$ cat config.mk
export PLATFORM = sky130hd
export DESIGN_NAME = ie_defer_ctl
export DESIGN_NICKNAME = d
export VERILOG_FILES = /design/src/rtl/ie_defer_pkg.sv /design/src/rtl/ie_defer_fsm.sv /design/src/rtl/blk_mask_fsm.sv /design/src/rtl/ie_defer_ctl.sv
export SDC_FILE = /design/constraint.sdc
export NUM_CORES = 1
export LEC_CHECK = 0
export BUFFER_PORTS_ARGS = -buffer_cell sky130_fd_sc_hd__buf_4
export CAP_MARGIN = 5
export CORE_AREA = 3 3 40 42
export DETAILED_ROUTE_END_ITERATION = 8
export DIE_AREA = 0 0 43 45
export GPL_ROUTABILITY_DRIVEN = 0
export HOLD_SLACK_MARGIN = 0.06
export MAX_ROUTING_LAYER = met4
export PLACE_DENSITY = 0.4
export SLEW_MARGIN = 15
export SYNTH_ARGS = -nofsm -noshare
export SYNTH_HDL_FRONTEND = slang
export SYNTH_HIERARCHICAL = 1
export SYNTH_SLANG_ARGS = --single-unit
$ cat constraint.sdc
create_clock -name clk -period 1.8 [get_ports clk]
set_input_delay 0.18 -clock clk [delete_from_list [all_inputs] [get_ports clk]]
set_output_delay 0.18 -clock clk [all_outputs]
set_load 0.01 [all_outputs]
$ cat src/rtl/ie_defer_pkg.sv
package ie_defer_pkg;
    localparam int CLS_W = 2;

    typedef enum logic [CLS_W-1:0] {
        CLS_SIMPLE = 2'b00,
        CLS_STORE  = 2'b01,
        CLS_ENH    = 2'b10,
        CLS_SKIP2  = 2'b11
    } icls_t;

    typedef enum logic [1:0] {
        ST_IDLE, ST_ARMED, ST_WAIT_RD, ST_WAIT_EOI
    } ie_st_t;

    typedef enum logic {
        BK_OPEN, BK_HELD
    } bk_st_t;
endpackage

$ cat src/rtl/ie_defer_fsm.sv
module ie_defer_fsm
    import ie_defer_pkg::*;
(
    input  logic  clk,
    input  logic  rst_n,
    input  logic  ei,
    input  logic  rd,
    input  logic  fx,
    input  logic  eoi,
    input  logic  mclr,
    input  icls_t cls,
    output logic  pend,
    output logic  set_pulse
);
    ie_st_t st, nxt;
    logic   fire;

    always_ff @(posedge clk or negedge rst_n) begin
        if (!rst_n) st <= ST_IDLE;
        else        st <= nxt;
    end

    always_comb begin
        nxt  = st;
        fire = 1'b0;
        if (mclr) begin
            nxt = ST_IDLE;
        end else if (ei) begin
            nxt = ST_ARMED;
        end else begin
            unique case (st)
                ST_IDLE: ;
                ST_ARMED:
                    if (fx) nxt = (cls == CLS_SIMPLE || cls == CLS_SKIP2)
                                  ? ST_WAIT_RD : ST_WAIT_EOI;
                ST_WAIT_RD:
                    if (rd) begin
                        nxt  = ST_IDLE;
                        fire = 1'b1;
                    end
                ST_WAIT_EOI:
                    if (eoi) begin
                        nxt  = ST_IDLE;
                        fire = 1'b1;
                    end
                default: nxt = ST_IDLE;
            endcase
        end
    end

    always_ff @(posedge clk or negedge rst_n) begin
        if (!rst_n) set_pulse <= 1'b0;
        else        set_pulse <= fire;
    end

    assign pend = (st != ST_IDLE);
endmodule

$ cat src/rtl/blk_mask_fsm.sv
module blk_mask_fsm
    import ie_defer_pkg::*;
(
    input  logic  clk,
    input  logic  rst_n,
    input  logic  fx,
    input  logic  eoi,
    input  logic  mclr,
    input  logic  step,
    input  icls_t cls,
    output logic  blk,
    output logic  clr_halt
);
    bk_st_t st, nxt;

    always_ff @(posedge clk or negedge rst_n) begin
        if (!rst_n) st <= BK_OPEN;
        else        st <= nxt;
    end

    always_comb begin
        nxt = st;
        if (mclr)                           nxt = BK_OPEN;
        else if (fx && cls != CLS_SIMPLE)   nxt = BK_HELD;
        else begin
            unique case (st)
                BK_OPEN: ;
                BK_HELD: if (eoi) nxt = BK_OPEN;
                default: nxt = BK_OPEN;
            endcase
        end
    end

    always_ff @(posedge clk or negedge rst_n) begin
        if (!rst_n) clr_halt <= 1'b0;
        else        clr_halt <= fx && step && !mclr;
    end

    assign blk = (st == BK_HELD);
endmodule

$ cat src/rtl/ie_defer_ctl.sv
module ie_defer_ctl
    import ie_defer_pkg::*;
(
    input  logic             clk,
    input  logic             rst_n,
    input  logic             ei_done_i,
    input  logic             rdnext_i,
    input  logic             fetch_xf_i,
    input  logic             eoi_i,
    input  logic             mclr_i,
    input  logic [CLS_W-1:0] cls_i,
    input  logic             step_i,
    output logic             pend_o,
    output logic             ie_set_o,
    output logic             blk_o,
    output logic             clr_halt_o
);
    icls_t cls;
    assign cls = icls_t'(cls_i);

    ie_defer_fsm u_ie (
        .clk(clk), .rst_n(rst_n), .ei(ei_done_i), .rd(rdnext_i),
        .fx(fetch_xf_i), .eoi(eoi_i), .mclr(mclr_i), .cls(cls),
        .pend(pend_o), .set_pulse(ie_set_o)
    );

    blk_mask_fsm u_bk (
        .clk(clk), .rst_n(rst_n), .fx(fetch_xf_i), .eoi(eoi_i),
        .mclr(mclr_i), .step(step_i), .cls(cls),
        .blk(blk_o), .clr_halt(clr_halt_o)
    );
endmodule

==> results of run 1 <==
per-stage QoR:
step / instance area [µm²] / hold slack [ns] / power (mW) / setup slack [ns]
final: 400 / 0.120 / 0.298 / 0.525
after global routing: 400 / 0.121 / 0.317 / 0.482
after CTS: 400 / 0.109 / 0.309 / 0.511
after detailed placement: 364 / -0.0132 / 0.171 / 0.780
after global placement: 364 / -0.0130 / 0.170 / 0.789
after floorplan: 248 / -0.116 / 0.140 / 0.908
sequential cells by signal, indices dropped and copies added (netlist names):
signal and cells:
u_ie/set_pulse 1, u_bk/clr_halt 1, u_bk/blk 1, u_ie/st 2
metal layers:
metal | part of all wire | up-vias | track usage
met5 | 0 | - | -
met4 | 0.0071 | 0 | 0.0723
met3 | 0.11 | 2 | 0.0438
met2 | 0.51 | 7 | 0.102
met1 | 0.37 | 100 | 0.0608
li1 | - | 109 | -
layout make-up:
cell class | instances | area, µm²
Clock buffer | 4 | 26.3
Fill cell | 141 | 885
Inverter | 2 | 7.51
Multi-Input combinational cell | 14 | 115
Sequential cell | 5 | 125
Tap cell | 15 | 18.8
Timing Repair Buffer | 14 | 108
path summary, 6_finish.rpt:
check,from,endpoint,slack [ns],depth (start not counted)
min,ei_done_i,u_ie/set_pulse$_DFF_PN0_,0.12,2
max in group asynchronous,rst_n,u_ie/st[1]$_DFFE_PN0P_,1.40,2
min reg2reg,u_bk/blk$_DFF_PN0_,u_bk/blk$_DFF_PN0_,0.56,2
min in group asynchronous,rst_n,u_ie/set_pulse$_DFF_PN0_,0.29,2
max reg2reg,u_ie/st[0]$_DFFE_PN0P_,u_ie/st[1]$_DFFE_PN0P_,0.82,3
max,u_ie/st[1]$_DFFE_PN0P_,pend_o,0.53,2
where the power goes:
part / switching, mW / leakage (nW) / total [mW] / internal [mW]
registers: 0.00409 / 0.0669 / 0.122 / 0.117
logic: 0.0194 / 0.121 / 0.0486 / 0.0291
clock network: 0.0444 / 0.0150 / 0.128 / 0.0837
kinds of logic after synthesis:
| kind of cell | synth area share |
|---|---|
| mux | 0.0404 |
| simple gates | 0.273 |
| buf+inv | 0.0303 |
| xor+xnor | 0.0354 |
| compound gates | 0.116 |
| flops | 0.505 |
layout by cell type, fill, tap and decap left out, types with 2 or more instances in the layout:
cell / Yosys / routed
a21oi_1: 3 / 3
buf_4: 0 / 13
dfrtp_1: 5 / 5
inv_1: 2 / 2
clkbuf_4: 0 / 3
==> results.rst, run 1 <==
.. list-table::
   :header-rows: 1

   * - Metric
     - Value
   * - Status
     - finished, final reports clean
   * - Clock tree root buffer cell
     - clkbuf_4
   * - Mapped Nets
     - 31
   * - Headroom to the max-slew limit
     - 0.837
   * - Top fanout value on the critical path
     - 6
   * - Summed instance area of the synthesized netlist
     - 248 µm²
   * - Count of hold buffers inserted by post-cts repair
     - 1
   * - Core ar.
     - 0.00128 mm²
   * - Vias per std cell
     - 4.04
   * - Sum of negative setup slack
     - 0 ns
   * - Max-cap violations
     - 0
   * - Post-cts sizing count
     - 0
   * - Latest clock arrival within the worst-skew pair
     - 0.24 ns
   * - Cell Pwr Density
     - 745 mW/mm²
   * - Final-stage net count
     - 50
   * - Fraction of final layout cells with drive strength greater than 1
     - 0.538
   * - Dominant cells by area after synthesis
     - dfrtp_1 (51%), a21oi_1 (6.1%), nor4b_2 (6.1%)
   * - Largest buffer count on any clock path
     - 2
   * - Die height
     - 45 µm
   * - Row cnt
     - 13
   * - # clock sinks
     - 5
   * - Ports placed on the boundary
     - 14
   * - Total grt overflow
     - 0
   * - Number of cells in the design after placement
     - 49
   * - Chip Width
     - 43 µm
   * - Wirelength per Cell
     - 10.4 µm
   * - IO buf count
     - 13
   * - ANT cells
     - 0
   * - Crit path buf inv count
     - 1
   * - Wire length after detailed routing
     - 564 µm
   * - Via count of the first global-routing pass
     - 207
   * - Top_reg_cell synth
     - dfrtp_1
   * - Largest stage delay, worst path
     - 0.41 ns
   * - Seq/Total Area, Yosys
     - 0.505
   * - Path category of the worst min-delay check
     - primary input to flip-flop
   * - Share of async-settable or async-resettable flops after synthesis
     - 1.00
   * - Critical path launch point type
     - flip-flop
   * - All-Layer GR Usage
     - 0.0706
   * - Number of enable flip-flop cells after synthesis
     - 0
   * - Clock tree from TritonCTS
     - done
   * - Family of cells with the greatest summed delay on the critical path
     - flip-flops
   * - Data required time of the critical path
     - 1.62 ns
   * - Die area
     - 0.00194 mm²
   * - Number of distinct library cells after synthesis
     - 14
   * - Largest vdd supply drop
     - 0.279 mV
   * - Worst-Margin Slew
     - 0.238 ns
   * - Classification of the worst setup path
     - flip-flop to output port
   * - Maximum clock frequency
     - 0.785 GHz
   * - Clock period minus final worst setup slack
     - 1.27 ns
   * - Final design utilization
     - 0.312
   * - RSZ-0062 raised after global routing
     - false
   * - Number of pins with negative max-slew slack in the final report
     - 0
   * - Most frequent cells after synthesis
     - dfrtp_1 (5), a21oi_1 (3), inv_1 (2)
   * - Vias
     - 218
   * - Most frequent cell after synthesis
     - dfrtp_1
   * - Crit-path slowest cell
     - dfrtp_1
   * - Fraction of synthesized cell area taken by the top area cell type
     - 0.505
   * - Initial DRT Pass Iterations
     - 2
   * - Buffers inserted by post-CTS timing repair
     - 0
   * - Worst clock skew
     - 0.00331 ns
   * - CTS HTree Levels
     - 1
   * - Setup violation total in the final timing report
     - 0
   * - HPWL Detailed
     - 455 µm
   * - Crit path capture type
     - output port
   * - Antenna violations before repair
     - 0
   * - Largest net degree at the start of global routing
     - 7
   * - Count of mapped cells out of synthesis
     - 21
   * - Count of warnings emitted by yosys
     - 6
   * - Post-layout instance count excluding filler cells
     - 54
   * - Area grow syn2layout
     - 61.6%
   * - Final Hold Viols
     - 0
   * - Synthesized area per cell
     - 11.8 µm²
   * - Endpoint arrival time on the critical path
     - 1.09 ns
   * - Clock edge transition at the registers on the reported setup and hold paths
     - 0.04 ns
   * - Remaining routing DRC violations
     - 0
   * - Yosys reg bits
     - 5
   * - Static Leakage
     - 0.203 nW
   * - First DRT Iteration DRCs
     - 1
   * - Cell accounting for the most synthesized area
     - dfrtp_1
   * - First-pass GRT wire length
     - 862 µm
   * - Number of clock buffers inserted by TritonCTS
     - 3
   * - Starting utilization of the core area
     - 0.193
   * - Final clock period utilization by the worst path
     - 0.708
   * - Residual antenna-violating net count after detailed routing
     - 0
   * - Crit path cell chain
     - or2_2 > buf_4
Power figures use the tool's default switching activity.
==> inputs of run 2 (changes only) <==
--- a/config.mk
+++ b/config.mk
@@ -13,7 +13,7 @@
 export GPL_ROUTABILITY_DRIVEN = 0
 export HOLD_SLACK_MARGIN = 0.06
 export MAX_ROUTING_LAYER = met4
-export PLACE_DENSITY = 0.4
+export PLACE_DENSITY = 0.42
 export SLEW_MARGIN = 15
 export SYNTH_ARGS = -nofsm -noshare
 export SYNTH_HDL_FRONTEND = slang
==> constraint.sdc (replaced) <==
create_clock -name clk -period 1.13 [get_ports clk]
set_input_delay 0.113 -clock clk [delete_from_list [all_inputs] [get_ports clk]]
set_output_delay 0.113 -clock clk [all_outputs]
set_load 0.01 [all_outputs]
==> results.rst, run 2 (synthesized netlist as in run 1, its figures left out) <==
.. list-table::
   :header-rows: 1

   * - Metric
     - Value
   * - Area grow syn2layout
     - 78.3%
   * - Die height
     - 45 µm (unchanged)
   * - Number of cells in the design after placement
     - 49 (unchanged)
   * - ANT cells
     - 0 (unchanged)
   * - Status
     - finished, final reports clean
   * - Max FFs per register
     - 2 (unchanged)
   * - Largest buffer count on any clock path
     - 2 (unchanged)
   * - # clock sinks
     - 5 (unchanged)
   * - Top fanout value on the critical path
     - 2 (-4)
   * - Largest vdd supply drop
     - 0.448 mV (+61%)
   * - First-pass GRT wire length
     - 1040 µm (+21%)
   * - Global routing met3 resource utilization
     - 0.0677 (+0.0239)
   * - Worst-Margin Slew
     - 0.233 ns (-0.00491 ns)
   * - Wirelength per Cell
     - 10.6 µm (+1.5%)
   * - Final clock period utilization by the worst path
     - 0.959
   * - Clock tree from TritonCTS
     - done
   * - Antenna violations before repair
     - 0 (unchanged)
   * - Final-stage net count
     - 54 (+8.0%)
   * - Worst slack at placement
     - 0.179 ns (-0.601 ns)
   * - Crit path capture type
     - output port
   * - Remaining routing DRC violations
     - 0 (unchanged)
   * - Row cnt
     - 13 (unchanged)
   * - Crit path cell chain
     - or2_4 > buf_6
   * - Core ar.
     - 0.00128 mm² (unchanged)
   * - Footprint of the multi-input gates
     - 118 µm² (+2.2%)
   * - Classification of the worst setup path
     - flip-flop to output port
   * - Final Hold Viols
     - 0 (unchanged)
   * - Critical path launch point type
     - flip-flop
   * - Largest net degree at the start of global routing
     - 6 (-1)
   * - Clock tree root buffer cell
     - clkbuf_4
   * - Crit-path slowest cell
     - dfrtp_1
   * - Met2 track demand over resource in global routing
     - 0.117 (+0.0150)
   * - Worst clock skew
     - 0.0000733 ns (-0.00324 ns)
   * - Residual antenna-violating net count after detailed routing
     - 0 (unchanged)
   * - Setup violation total in the final timing report
     - 0 (unchanged)
   * - Top reg by flops
     - u_ie/st
   * - CTS HTree Levels
     - 1 (unchanged)
   * - Wire length after detailed routing
     - 615 µm (+9.0%)
   * - Largest stage delay, worst path
     - 0.37 ns (-0.04 ns)
   * - Sum of negative setup slack
     - 0 ns (unchanged)
   * - Die area
     - 0.00194 mm² (unchanged)
   * - Total power of the final layout
     - 0.490 mW (+64%)
   * - Starting utilization of the core area
     - 0.193 (unchanged)
   * - Vias per std cell
     - 4.17 (+3.4%)
   * - Initial DRT Pass Iterations
     - 4 (+2)
   * - Met1 track demand over resource in global routing
     - 0.0760 (+0.0152)
   * - Path category of the worst min-delay check
     - primary input to flip-flop
   * - Number of clock buffers inserted by TritonCTS
     - 3 (unchanged)
   * - Clock edge transition at the registers on the reported setup and hold paths
     - 0.04 ns (about the same)
   * - Chip Width
     - 43 µm (unchanged)
   * - Total grt overflow
     - 0 (unchanged)
   * - Filler cells
     - 140 (-0.71%)
   * - IO buf count
     - 13 (unchanged)
   * - Cell area after placement
     - 364 µm² (unchanged)
   * - Vias
     - 242 (+11%)
   * - All-Layer GR Usage
     - 0.0854 (+0.0149)
   * - Max-cap violations
     - 0 (unchanged)
   * - Final standard cell area without fillers
     - 442 µm² (+10%)
   * - Headroom to the max-slew limit
     - 0.840 (+0.00337)
   * - Combined flip-flop and latch cell area
     - 125 µm² (unchanged)
   * - Latest clock arrival within the worst-skew pair
     - 0.24 ns (about the same)
   * - Final design utilization
     - 0.344 (+0.0321)
   * - Global route hottest layer
     - met2
   * - Fraction of final layout cells with drive strength greater than 1
     - 0.535 (-0.00358)
   * - Cell Pwr Density
     - 1110 mW/mm² (+49%)
   * - RSZ-0062 raised after global routing
     - true
   * - Endpoint arrival time on the critical path
     - 0.97 ns (-0.12 ns)
   * - Data required time of the critical path
     - 1.02 ns (-0.60 ns)
   * - Ports placed on the boundary
     - 14 (unchanged)
   * - Leading cell type in the layout, fill and taps excluded
     - buf_4
   * - Top library cells by usage in the layout, fill and taps aside
     - buf_4 (14), dfrtp_1 (5), clkbuf_4 (3), dlygate4sd3_1 (3), a21oi_1 (3)
   * - Post-route setup slack
     - 0.0460 ns (-0.479 ns)
   * - First DRT Iteration DRCs
     - 3 (+2)
   * - Post-layout instance count excluding filler cells
     - 58 (+7.4%)
   * - Number of pins with negative max-slew slack in the final report
     - 0 (unchanged)
   * - Static Leakage
     - 0.223 nW (+9.8%)
   * - Worst hold slack after final layout
     - 0.123 ns (+0.00300 ns)
   * - Maximum clock frequency
     - 0.922 GHz
   * - Via count of the first global-routing pass
     - 253 (+22%)
   * - Clock period minus final worst setup slack
     - 1.08 ns
-- run 2: cell types whose count changed in the layout (fill, tap and decap cells not counted), sizes merged --
cell,delta
dlygate4sd3,+2
buf,+2
-- run 2: final cells by class --
type / instances / area share
multi-input combinational: 14 / 0.266
sequential: 5 / 0.283
tap: 15 / 0.0425
inverter: 2 / 0.0170
timing repair buffer: 18 / 0.331
clock buffer: 4 / 0.0595
-- run 2: timing repair --
action | CTS | global route
setup endpoints to repair | 1 | 1
endpoints found under the hold margin | 7 | 1
cloned | 0 | 0
gates resized for setup | 2 | 0
buffers inserted | 2 | 0
hold buffers | 2 | 1
-- run 2: power breakdown --
group / internal [mW] / switching [mW] / leakage [nW]
registers: 0.187 / 0.00459 / 0.0669
logic: 0.0587 / 0.0368 / 0.141
clock network: 0.133 / 0.0699 / 0.0150
total: 0.379 / 0.111 / 0.223
-- run 2: worst paths after layout --
path                                            end  slack, ns  depth (start not counted)                    from
max                                          pend_o       0.05                          2  u_ie/st[1]$_DFFE_PN0P_
min                         u_bk/clr_halt$_DFF_PN0_       0.12                          2                  step_i
max reg2reg                  u_ie/st[1]$_DFFE_PN0P_       0.09                          4  u_ie/st[0]$_DFFE_PN0P_
min reg2reg                      u_bk/blk$_DFF_PN0_       0.55                          2      u_bk/blk$_DFF_PN0_
max in group asynchronous        u_bk/blk$_DFF_PN0_       0.81                          2                   rst_n
min in group asynchronous  u_ie/set_pulse$_DFF_PN0_       0.22                          2                   rst_n
-- run 2: metal layers --
layer / share of wire / wire length [µm]
met2: 0.49 / 299
met5: 0 / 0
met1: 0.37 / 228
met3: 0.11 / 68
met4: 0.031 / 19
-- run 2: worst max-delay path, delay by kind of cell, from the launching register on --
family	cells	cell delay [ns]
and+or+nand+nor	1	0.25
buffers and inverters	1	0.12
DFF	1	0.37
